## src/rtl/tdm_tx_pkg.sv

```systemverilog
package tdm_tx_pkg;

  typedef enum logic [1:0] {
    SEL_ALL       = 2'b00,
    SEL_ENABLED   = 2'b01,
    SEL_MASKED    = 2'b10,
    SEL_SYMMETRIC = 2'b11
  } selMode_e;

  // Strobes from the slot sequencer to the datapath
  typedef struct packed {
    logic slotStart;  // a new slot begins at this edge
    logic loadWord;   // copy holding register into the shift path
    logic driveSlot;  // the new slot drives the line
    logic shiftBit;   // advance one bit inside the slot
    logic frameDone;  // last bit of the last slot ends here
  } txStrobe_t;

endpackage

```

## src/rtl/tdm_chan_decode.sv

```systemverilog
module tdm_chan_decode
  import tdm_tx_pkg::*;
#(
  parameter int NUM_SLOTS  = 128,
  parameter int PART_SLOTS = 32
) (
  input  logic [1:0]           modeSel,
  input  logic                 allPartitions,
  input  logic [NUM_SLOTS-1:0] txEnable,
  input  logic [NUM_SLOTS-1:0] txMask,
  input  logic [NUM_SLOTS-1:0] rxEnable,
  output logic [NUM_SLOTS-1:0] slotEn,
  output logic [NUM_SLOTS-1:0] slotDrv
);

  selMode_e mode;
  assign mode = selMode_e'(modeSel);

  for (genvar g = 0; g < NUM_SLOTS; g++) begin : gSlot
    localparam int FOLD = g % PART_SLOTS;
    logic enBit, maskBit, rxBit;
    logic en, drv;

    assign enBit   = allPartitions ? txEnable[g] : txEnable[FOLD];
    assign maskBit = allPartitions ? txMask[g]   : txMask[FOLD];
    assign rxBit   = allPartitions ? rxEnable[g] : rxEnable[FOLD];

    always_comb begin
      unique case (mode)
        SEL_ALL:       begin en = 1'b1;  drv = 1'b1;           end
        SEL_ENABLED:   begin en = enBit; drv = enBit;          end
        SEL_MASKED:    begin en = 1'b1;  drv = maskBit;        end
        SEL_SYMMETRIC: begin en = rxBit; drv = rxBit & maskBit; end
        default:       begin en = 1'b0;  drv = 1'b0;           end
      endcase
    end

    assign slotEn[g]  = en;
    assign slotDrv[g] = drv;
  end

endmodule

```

## src/rtl/tdm_tx_ctrl.sv

```systemverilog
module tdm_tx_ctrl
  import tdm_tx_pkg::*;
#(
  parameter int NUM_SLOTS = 128,
  parameter int DATA_W    = 32,
  parameter int SLOT_W    = $clog2(NUM_SLOTS),
  parameter int CNT_W     = $clog2(DATA_W + 1)
) (
  input  logic                 clk,
  input  logic                 rstN,
  input  logic                 frameSync,
  input  logic [SLOT_W-1:0]    frameLen,
  input  logic [2:0]           wordLenCode,
  input  logic [NUM_SLOTS-1:0] slotEn,
  input  logic [NUM_SLOTS-1:0] slotDrv,
  output logic [CNT_W-1:0]     wordBits,
  output txStrobe_t            strb
);

  logic              active;
  logic [SLOT_W-1:0] slotIdx;
  logic [SLOT_W-1:0] nextSlot;
  logic [CNT_W-1:0]  bitIdx;
  logic [CNT_W:0]    rawBits;
  logic              lastBit;
  logic              lastSlot;

  assign rawBits  = (CNT_W+1)'(8) + (CNT_W+1)'({wordLenCode, 2'b00});
  assign wordBits = (rawBits > (CNT_W+1)'(DATA_W)) ? CNT_W'(DATA_W) : CNT_W'(rawBits);

  assign lastBit  = (bitIdx == wordBits - 1'b1);
  assign lastSlot = (slotIdx == frameLen);
  assign nextSlot = frameSync ? '0 : slotIdx + 1'b1;

  always_comb begin
    strb.slotStart = frameSync | (active & lastBit & ~lastSlot);
    strb.loadWord  = strb.slotStart & slotEn[nextSlot];
    strb.driveSlot = strb.slotStart & slotDrv[nextSlot];
    strb.shiftBit  = active & ~lastBit & ~frameSync;
    strb.frameDone = active & lastBit & lastSlot & ~frameSync;
  end

  always_ff @(posedge clk) begin
    if (!rstN) begin
      active  <= 1'b0;
      slotIdx <= '0;
      bitIdx  <= '0;
    end else if (frameSync) begin
      active  <= 1'b1;
      slotIdx <= '0;
      bitIdx  <= '0;
    end else if (active) begin
      if (lastBit) begin
        bitIdx <= '0;
        if (lastSlot) active  <= 1'b0;
        else          slotIdx <= slotIdx + 1'b1;
      end else begin
        bitIdx <= bitIdx + 1'b1;
      end
    end
  end

endmodule

```

## src/rtl/tdm_tx_datapath.sv

```systemverilog
module tdm_tx_datapath
  import tdm_tx_pkg::*;
#(
  parameter int DATA_W = 32,
  parameter int CNT_W  = $clog2(DATA_W + 1)
) (
  input  logic              clk,
  input  logic              rstN,
  input  txStrobe_t         strb,
  input  logic [CNT_W-1:0]  wordBits,
  input  logic [DATA_W-1:0] dataIn,
  input  logic              dataWrite,
  output logic              serialOut,
  output logic              serialOe,
  output logic              txReady,
  output logic              txRequest,
  output logic              txEmpty
);

  logic [DATA_W-1:0] holdReg;
  logic [DATA_W-1:0] shiftReg;
  logic [CNT_W-1:0]  alignAmt;
  logic              oeReg;

  assign alignAmt = CNT_W'(DATA_W) - wordBits;

  always_ff @(posedge clk) begin
    if (!rstN) begin
      holdReg   <= '0;
      shiftReg  <= '0;
      oeReg     <= 1'b0;
      txReady   <= 1'b1;
      txEmpty   <= 1'b1;
      txRequest <= 1'b0;
    end else begin
      txRequest <= strb.loadWord;

      if (dataWrite) holdReg <= dataIn;

      if (strb.loadWord) begin
        shiftReg <= holdReg << alignAmt;
        txEmpty  <= txReady;
      end else if (strb.shiftBit) begin
        shiftReg <= shiftReg << 1;
      end

      if (dataWrite)          txReady <= 1'b0;
      else if (strb.loadWord) txReady <= 1'b1;

      if (strb.slotStart)      oeReg <= strb.driveSlot;
      else if (strb.frameDone) oeReg <= 1'b0;
    end
  end

  assign serialOe  = oeReg;
  assign serialOut = oeReg & shiftReg[DATA_W-1];

endmodule

```

## src/rtl/tdm_slot_tx.sv

```systemverilog
module tdm_slot_tx
  import tdm_tx_pkg::*;
#(
  parameter int NUM_SLOTS  = 128,
  parameter int PART_SLOTS = 32,
  parameter int DATA_W     = 32,
  parameter int SLOT_W     = $clog2(NUM_SLOTS)
) (
  input  logic                 clk,
  input  logic                 rstN,
  input  logic                 frameSync,
  input  logic [1:0]           modeSel,
  input  logic                 allPartitions,
  input  logic [SLOT_W-1:0]    frameLen,
  input  logic [2:0]           wordLenCode,
  input  logic [NUM_SLOTS-1:0] txEnable,
  input  logic [NUM_SLOTS-1:0] txMask,
  input  logic [NUM_SLOTS-1:0] rxEnable,
  input  logic [DATA_W-1:0]    dataIn,
  input  logic                 dataWrite,
  output logic                 serialOut,
  output logic                 serialOe,
  output logic                 txReady,
  output logic                 txRequest,
  output logic                 txEmpty
);

  localparam int CNT_W = $clog2(DATA_W + 1);

  logic [NUM_SLOTS-1:0] slotEn;
  logic [NUM_SLOTS-1:0] slotDrv;
  logic [CNT_W-1:0]     wordBits;
  txStrobe_t            strb;

  tdm_chan_decode #(.NUM_SLOTS(NUM_SLOTS), .PART_SLOTS(PART_SLOTS)) u_decode (
    .modeSel(modeSel), .allPartitions(allPartitions),
    .txEnable(txEnable), .txMask(txMask), .rxEnable(rxEnable),
    .slotEn(slotEn), .slotDrv(slotDrv)
  );

  tdm_tx_ctrl #(.NUM_SLOTS(NUM_SLOTS), .DATA_W(DATA_W), .SLOT_W(SLOT_W), .CNT_W(CNT_W)) u_ctrl (
    .clk(clk), .rstN(rstN), .frameSync(frameSync), .frameLen(frameLen),
    .wordLenCode(wordLenCode), .slotEn(slotEn), .slotDrv(slotDrv),
    .wordBits(wordBits), .strb(strb)
  );

  tdm_tx_datapath #(.DATA_W(DATA_W), .CNT_W(CNT_W)) u_dp (
    .clk(clk), .rstN(rstN), .strb(strb), .wordBits(wordBits),
    .dataIn(dataIn), .dataWrite(dataWrite),
    .serialOut(serialOut), .serialOe(serialOe),
    .txReady(txReady), .txRequest(txRequest), .txEmpty(txEmpty)
  );

endmodule

```

## config.mk

```make
export PLATFORM = sky130hd
export DESIGN_NAME = tdm_slot_tx
export DESIGN_NICKNAME = d
export VERILOG_FILES = /design/src/rtl/tdm_tx_pkg.sv /design/src/rtl/tdm_chan_decode.sv /design/src/rtl/tdm_tx_ctrl.sv /design/src/rtl/tdm_tx_datapath.sv /design/src/rtl/tdm_slot_tx.sv
export SDC_FILE = /design/constraint.sdc
export NUM_CORES = 1
export LEC_CHECK = 0
export BUFFER_PORTS_ARGS = -buffer_cell sky130_fd_sc_hd__buf_2
export CAP_MARGIN = 20
export CORE_MARGIN = 2
export CORE_UTILIZATION = 50
export DETAILED_ROUTE_END_ITERATION = 12
export PLACE_DENSITY = 0.79
export SETUP_SLACK_MARGIN = 0.5
export SKIP_CTS_REPAIR_TIMING = 1
export SYNTH_ARGS = -nofsm -noshare
export SYNTH_HDL_FRONTEND = slang
export SYNTH_SLANG_ARGS = --single-unit
```

## constraint.sdc

```tcl
create_clock -name clk -period 12.1 [get_ports clk]
set_clock_uncertainty 0.05 [all_clocks]
set_input_delay 0.605 -clock clk [delete_from_list [all_inputs] [get_ports clk]]
set_output_delay 0.605 -clock clk [all_outputs]
set_load 0.02 [all_outputs]
```

==> run summary, run 1 <==
The flow ran to the end, and the final reports show no timing, DRC or antenna violations. The count of antenna-violating nets left after detailed routing came out at 0. Max-cap violations in this run came to 0.

The first-iteration detailed-routing DRC count came out at 2488. STA classifies the critical path endpoint as a flop. The most common cell in the netlist is sky130_fd_sc_hd__nand2_1. The final period demand of the worst path is 5150 ps.

The total die area came out at 29100 um2. The cell count after synthesis is 1748. The signal on the critical path passes through buf_2 -> ha_1 -> nand2b_2 -> ha_1 -> xnor2_1 -> xnor2_1 -> a2111oi_4 -> and3_1 -> nand3_1 -> a2111oi_2 -> nor2_1 -> and3_1 -> buf_4 -> o211a_1.

Counting flops and latches in the post-synthesis netlist gives 82. The final HPWL from detailed placement is 50000 um. After routing, the total negative slack on setup checks comes to 0 ps. The transition time at the pin with the least slew margin is 1130 ps. Entering global routing, the biggest net connects 190 pins. The average wire per cell in the routed design came out at 27.2 um. The worst hold margin is 460 ps.

Input and output buffers added on the ports amount to 437. After clock tree synthesis, the clock-pin slew on the worst setup and hold paths is 60 ps. The number of nets handed over by synthesis was 2186.

Data arrives at the worst endpoint at 5330 ps. The chip width came out at 170 um. The placed cell area came out at 15800 um2. Of all nets on the critical path, the largest fanout is 35. After detailed routing, the total wire length is 65900 um. The number of rows created at floorplan came out at 60.

The total track usage came out at 43.7%. The worst-case vdd ir drop is 59.0 uV. The post-layout instance area came out at 16100 um2.

The area used by multi-input combinational logic came out at 11200 um2. Yosys mapped a number of flops with a built-in enable equal to 0. Dividing the synthesized area by the synthesized cell count gives 7.93 um2. The fraction of layout cells with a size suffix above 1 is 29.5%. The count of unique library cells instantiated by Yosys came out at 81. The kind of start point of the critical path is an input pin. The peak per-stage delay on the critical path is 680 ps.

The path class of the tightest hold or removal check is flop to flop. The via count of the first global-routing pass is 16327. TritonCTS created 9 clock buffers.

The remaining routing DRC violations came out at 0. In the final layout, flip-flops and latches occupy 1640 um2. Summed over all layers, the global routing overflow is 0. The number of levels the H-tree was split into is 3. The routability-driven placement congestion ratio came out at 1.02. The share of synthesized registers carrying an async set or reset is 0%. The worst setup path is of the input pin to flop kind. The first global-routing pass estimated 97400 um of wire. Compared with the post-synthesis result, the final layout area differs by 16.4%. Of the synthesized area, sequential elements account for 11.8%. Sorting the synthesized cells by area gives the leading types as sky130_fd_sc_hd__mux2i_1 (18%), sky130_fd_sc_hd__dfxtp_1 (12%), sky130_fd_sc_hd__mux4_2 (11%). Among all flip-flop cells after synthesis, the most frequent one is sky130_fd_sc_hd__dfxtp_1. The placeable core area came out at 27100 um2. Setup repair after global routing left no endpoint under its margin. The required time at the endpoint of the critical path is 12270 ps. The clock latency on the worst-skew pair is 340 ps. Among all stages on the critical path, the largest delay is contributed by sky130_fd_sc_hd__nand2b_2.

For this design the ratio of total power to cell area is 65.9 nW/um2. The number of antenna violations at the first check in global routing came to 16. The number of filler instances in the final layout is 2553. The final max-slew violation count is 0. The number of endpoints with negative hold slack in the final report is 0. The total chip power is 1.06 mW. The initial utilization of the core area, before any placement, comes to 51.1%. The via count of the routed design came out at 17154. Pin placement for this block handled 438 I/O pins. Setup violations remaining at the end of the flow were counted as 0. The total number of yosys warnings came out at 0. The maximum clock frequency came out at 194 MHz. The number of vias per cell came out at 7.07. For this run, the number of standard cells in the final layout without fillers is 2425.

The leakage power figure came out at 6.90 nW. The chip height came out at 170 um. The cell count after placement came out at 2394. By count the netlist is led by sky130_fd_sc_hd__nand2_1 (245), sky130_fd_sc_hd__mux2i_1 (243), sky130_fd_sc_hd__clkbuf_1 (92).

The top-area cell type share of the netlist area came out at 17.6%. The synthesized design spends more area on one cell type than any other, namely sky130_fd_sc_hd__mux2i_1. The combined area of all synthesized cells is 13900 um2.

The master cell of the clock root buffer is sky130_fd_sc_hd__clkbuf_16. Headroom to the max-slew limit came out at 24.4%. The total number of clock tree sinks came out at 82. The post-route fraction of the period consumed by the critical path is 42.6%.

At the end of the flow, the number of nets in the layout was 2471. The pre-antenna-repair detailed-routing pass consisted of 6 iterations. Counting along the longest clock path gives a buffer depth of 2. TritonCTS built the clock tree.
cells in the final DEF (no fill, tap or decap), types with 19 or more instances in the layout:
cell and n:
sky130_fd_sc_hd__a211oi_1 53, sky130_fd_sc_hd__a21oi_1 81, sky130_fd_sc_hd__a221oi_1 40, sky130_fd_sc_hd__a311oi_1 19, sky130_fd_sc_hd__a31oi_1 32, sky130_fd_sc_hd__and3_1 25, sky130_fd_sc_hd__buf_2 434, sky130_fd_sc_hd__buf_4 26
sky130_fd_sc_hd__dfxtp_1 81, sky130_fd_sc_hd__mux2_2 32, sky130_fd_sc_hd__mux2i_1 243, sky130_fd_sc_hd__mux4_2 69, sky130_fd_sc_hd__nand2_1 245, sky130_fd_sc_hd__nand2b_1 33, sky130_fd_sc_hd__nand3_1 43, sky130_fd_sc_hd__nand4_1 22
sky130_fd_sc_hd__nor2_1 75, sky130_fd_sc_hd__nor2b_1 61, sky130_fd_sc_hd__nor3_1 25, sky130_fd_sc_hd__o211ai_1 56, sky130_fd_sc_hd__o21ai_0 55, sky130_fd_sc_hd__o22ai_1 19
kinds of logic (layout without fill, tap and decap cells):
family / after synthesis / in the layout / synth area share (%)
and+or+nand+nor: 586 / 586 / 20.4
AOI/OAI and AO/OA: 495 / 495 / 26.2
muxes: 345 / 345 / 31.4
buffers and inverters: 203 / 493 / 7.53
DFF: 82 / 82 / 11.8
xor gates and xnor gates: 32 / 32 / 2.13
adders and majority gates: 5 / 5 / 0.451
other: 0 / 15 / 0
report_power, final:
group / leakage (nW) / internal (mW) / switching (mW) / total (mW)
clock network: 0.150 / 0.167 / 0.112 / 0.279
registers: 0.672 / 0.283 / 0.0106 / 0.294
logic: 6.08 / 0.204 / 0.286 / 0.491
metrics by stage:
| step | util, % | setup slack, ps |
|---|---|---|
| 3_5_place_dp | 58.2 | 6690 |
| 2_1_floorplan | - | 7850 |
| 4_1_cts | 59.4 | 7000 |
| 5_1_grt | 59.5 | 6620 |
| 3_3_place_gp | 58.2 | 6820 |
| 6_report | 59.5 | 6950 |
per-layer routing:
metal  routed length [um]  GRT usage (%)
met4                 4440           24.9
met5                   13              0
met1                23800           55.0
met2                29600           68.8
met3                 8110           10.1
state kept, by name, summed over array words and instances (netlist names):
name	count
u_ctrl.active	1
u_ctrl.bitIdx	6
u_ctrl.slotIdx	7
u_dp.holdReg	32
u_dp.serialOe	1
u_dp.shiftReg	32
u_dp.txEmpty	1
u_dp.txReady	1
u_dp.txRequest	1
layout make-up:
class	instances	area share, %
multi-input cells	1463	69.6
repair buffers	462	14.9
flip-flops and latches	82	10.2
well taps	372	2.89
clock buffers	11	1.51
clock inverters	5	0.380
inverters	15	0.349
diodes	15	0.233
worst max-delay path: cells and delay by family:
kind                       cells  cell delay (ps)
and+or+nand+nor                5             2040
AOI/OAI and AO/OA              3             1010
adders and majority gates      2              780
xor gates and xnor gates       2              450
buffers and inverters          2              410
worst paths after layout:
path | from | depth (start not counted) | endpoint | slack [ps]
worst max register to register | u_ctrl.slotIdx[0] | 12 | u_dp.shiftReg[2] | 6950
worst min-delay path | u_dp.shiftReg[0] | 2 | u_dp.shiftReg[0] | 460
worst max-delay path | wordLenCode[1] | 14 | u_dp.shiftReg[19] | 6950
worst min register to register | u_dp.shiftReg[0] | 2 | u_dp.shiftReg[0] | 460
Note: power is estimated with default switching activity, not from simulation.
==> run 2: changes to the inputs <==
- clock period: 12.1 -> 5.1 ns (I/O delays scaled with it)
==> run 2 against run 1 <==
Non-clock buffer count increased by 33. Global-route usage is 1.5 points higher. First-iteration DRC count shrank 5.5%. Utilization rose by 1.1 points. Sequential share of layout area decreased by 0.19 points. Die area unchanged. Hold slack got worse by 340 ps. Sequential cell count stayed put. Via count rose by 1.4%. Routed wire length is 3.2% higher. Sequential power grew 140%. Total power increased by 140%. Critical endpoint is now u_dp.shiftReg[18]. Largest power group unchanged.
==> run summary, run 2 (same netlist as run 1, synthesis figures left out) <==
The final wirelength was 68000 um (+3.2%). The chip width was 170 um (unchanged). Clock tree synthesis selected as its root buffer the cell sky130_fd_sc_hd__clkbuf_16. The final cell count without fillers is 2456 (+1.3%). The highest net fanout along the worst path was 35 (unchanged). The area used by multi-input combinational logic is 11200 um2 (unchanged). The number of endpoints with negative hold slack in the final report came to 0 (unchanged). The chip height is 170 um (unchanged). The maximum root-to-sink buffer count is 2 (unchanged). The end-of-flow core utilization came out at 60.6% (+1.1 points). The fraction of layout cells with a size suffix above 1 is 30.7% (+1.2 points). The effective utilization at floorplan came out at 51.1% (unchanged).

The routability-driven placement congestion ratio is 1.04 (+1.9%). The power dissipated by switching net loads came out at 1.02 mW (+150%). The cell-internal power is 1.57 mW (+140%). The placed cell area is 16000 um2 (+1.6%). The number of antenna violations at the first check in global routing is 13 (-3). The final HPWL from detailed placement came out at 52000 um (+4.0%). The average wire per cell in the routed design is 27.7 um (+1.9%).

The total iterations of the first detailed-routing run was 6 (unchanged). The wire length of the first global-routing pass came out at 99700 um (+2.3%). The flow ran to the end, and the final reports show no timing, DRC or antenna violations. STA classifies the critical path endpoint as a flop. The worst max-slew margin expressed relative to the limit came to 19.1% (-5.3 points).

The total die area is 29100 um2 (unchanged). The worst-case vdd ir drop was 143 uV (+140%). The setup path with the least slack is of type flop to flop. The count of antenna-violating nets left after detailed routing came out at 0 (unchanged).

The proportion of total power due to net switching is 39.3% (+0.84 points). The path category of the worst min-delay check is input pin to flop. The area added between synthesis and finish came out at 18.5%. The power share of the combinational group was 46.3% (+0.2 points). The register cell area after layout is 1640 um2 (unchanged). The areal power density over the cells is 157 nW/um2 (+140%). The post-route fraction of the period consumed by the critical path is 85.7%. Leaving out fill and tap cells, the most frequent cells in the layout are sky130_fd_sc_hd__buf_2 (434), sky130_fd_sc_hd__nand2_1 (245), sky130_fd_sc_hd__mux2i_1 (243). The leakage power figure is 7.08 nW (+2.6%). The number of levels the H-tree was split into came out at 3 (unchanged). The worst hold margin came to 122 ps (-339 ps).

The number of buffers created by CTS is 9 (unchanged). The required time at the endpoint of the critical path was 5280 ps (-6990 ps). The total chip power came out at 2.58 mW (+140%). In the final layout, the registers with the most flip-flops are u_dp.holdReg (32), u_dp.shiftReg (32), u_ctrl.slotIdx (7). The sequential power share is 27.0% (-0.6 points).

The via count of the routed design came out at 17396 (+1.4%). The final layout net count is 2504 (+1.3%). The total grt overflow is 0 (unchanged). The placeable core area is 27100 um2 (unchanged). The post-placement setup slack is 703 ps (-5980 ps). The remaining routing DRC violations came out at 0 (unchanged).

The worst endpoint data arrival time is 4550 ps (-780 ps). The setup slack of the critical path after layout was 730 ps (-6220 ps). The pin count of the biggest net entering global routing is 121 (-36%).

The library cell used most frequently in the layout, excluding fill and tap cells, is sky130_fd_sc_hd__buf_2. The via count of the first global-routing pass is 16668 (+2.1%). The boundary pin count came to 438 (unchanged). The clock power share came out at 26.7% (+0.5 points). TritonCTS built the clock tree. The quantity of I/O buffers inserted on ports is 437 (unchanged). Setup repair after global routing left no endpoint under its margin. The total number of clock tree sinks came out at 82 (unchanged). The first-iteration detailed-routing DRC count came out at 2352 (-5.5%). The clock latency on the worst-skew pair is 340 ps (about the same). The max-cap violation count came out at 0 (unchanged). The final max-slew violation count is 0 (unchanged).

The final period demand of the worst path came out at 4370 ps. The transition time at the pin with the least slew margin came out at 1210 ps (+76.4 ps). The maximum clock frequency came out at 229 MHz. The final-report setup violation count came out at 0 (unchanged). The number of vias per cell is 7.08 (+0.13%). The final setup TNS came out at 0 ps (unchanged). The number of filler instances in the final layout came out at 2491 (-2.4%). The post-layout instance area is 16400 um2 (+1.9%).

The clock-pin transition on the worst setup and hold timing paths came to 70 ps (about the same). The total track usage came to 45.2% (+1.5 points). The cell count after placement is 2422 (+1.2%). The worst setup path is launched from a flop. The number of rows created at floorplan came out at 60 (unchanged).
run 2: cell count changes in the layout (fill, tap and decap cells not counted):
cell	before	now
sky130_fd_sc_hd__diode_2	15	13
sky130_fd_sc_hd__buf_12	1	5
sky130_fd_sc_hd__clkinv_4	2	0
sky130_fd_sc_hd__clkinvlp_4	0	1
sky130_fd_sc_hd__clkbuf_1	1	0
sky130_fd_sc_hd__inv_8	0	1
sky130_fd_sc_hd__buf_4	26	55
sky130_fd_sc_hd__inv_6	1	2
run 2: final timing paths:
check,from,endpoint,slack (ps),depth (start not counted)
hold / removal,dataIn[2],u_dp.holdReg[2],120,3
hold reg to reg,u_dp.shiftReg[0],u_dp.shiftReg[0],470,2
setup / recovery,u_ctrl.slotIdx[0],u_dp.shiftReg[18],730,12
setup reg to reg,u_ctrl.slotIdx[0],u_dp.shiftReg[18],730,12
run 2: final cells by class:
cell class	count	area share [%]
multi-input combinational	1463	68.3
timing repair buffer	495	16.4
sequential	82	10.0
tap	372	2.83
clock buffer	10	1.45
clock inverter	6	0.434
inverter	15	0.343
antenna	13	0.198
run 2: layer usage:
| layer | part of all wire [%] | vias up | global-route usage, % |
|---|---|---|---|
| li1 | - | 7434 | - |
| met1 | 36 | 8160 | 57.3 |
| met2 | 44 | 1467 | 70.3 |
| met3 | 13 | 335 | 9.72 |
| met4 | 7.2 | 0 | 27.5 |
| met5 | 0 | - | 0 |
run 2: critical path, cell delays in order (launching register included):
cell and delay [ps]:
sky130_fd_sc_hd__dfxtp_2 440, sky130_fd_sc_hd__ha_1 370, sky130_fd_sc_hd__buf_4 200, sky130_fd_sc_hd__nor2b_4 530, sky130_fd_sc_hd__mux4_2 560, sky130_fd_sc_hd__and3_1 190, sky130_fd_sc_hd__a311oi_1 250, sky130_fd_sc_hd__or4_1 190
sky130_fd_sc_hd__nand3_1 100, sky130_fd_sc_hd__a221o_1 540, sky130_fd_sc_hd__and3_1 280, sky130_fd_sc_hd__buf_4 270, sky130_fd_sc_hd__o211a_1 280
run 2: power groups by stage:
stage	Clock, mW	Combinational [mW]	Sequential, mW
2_1_floorplan	0	0.698	0.703
3_3_place_gp	0	1.14	0.709
3_5_place_dp	0	1.14	0.710
4_1_cts	0.688	1.15	0.696
5_1_grt	0.715	1.25	0.699
6_report	0.690	1.20	0.697
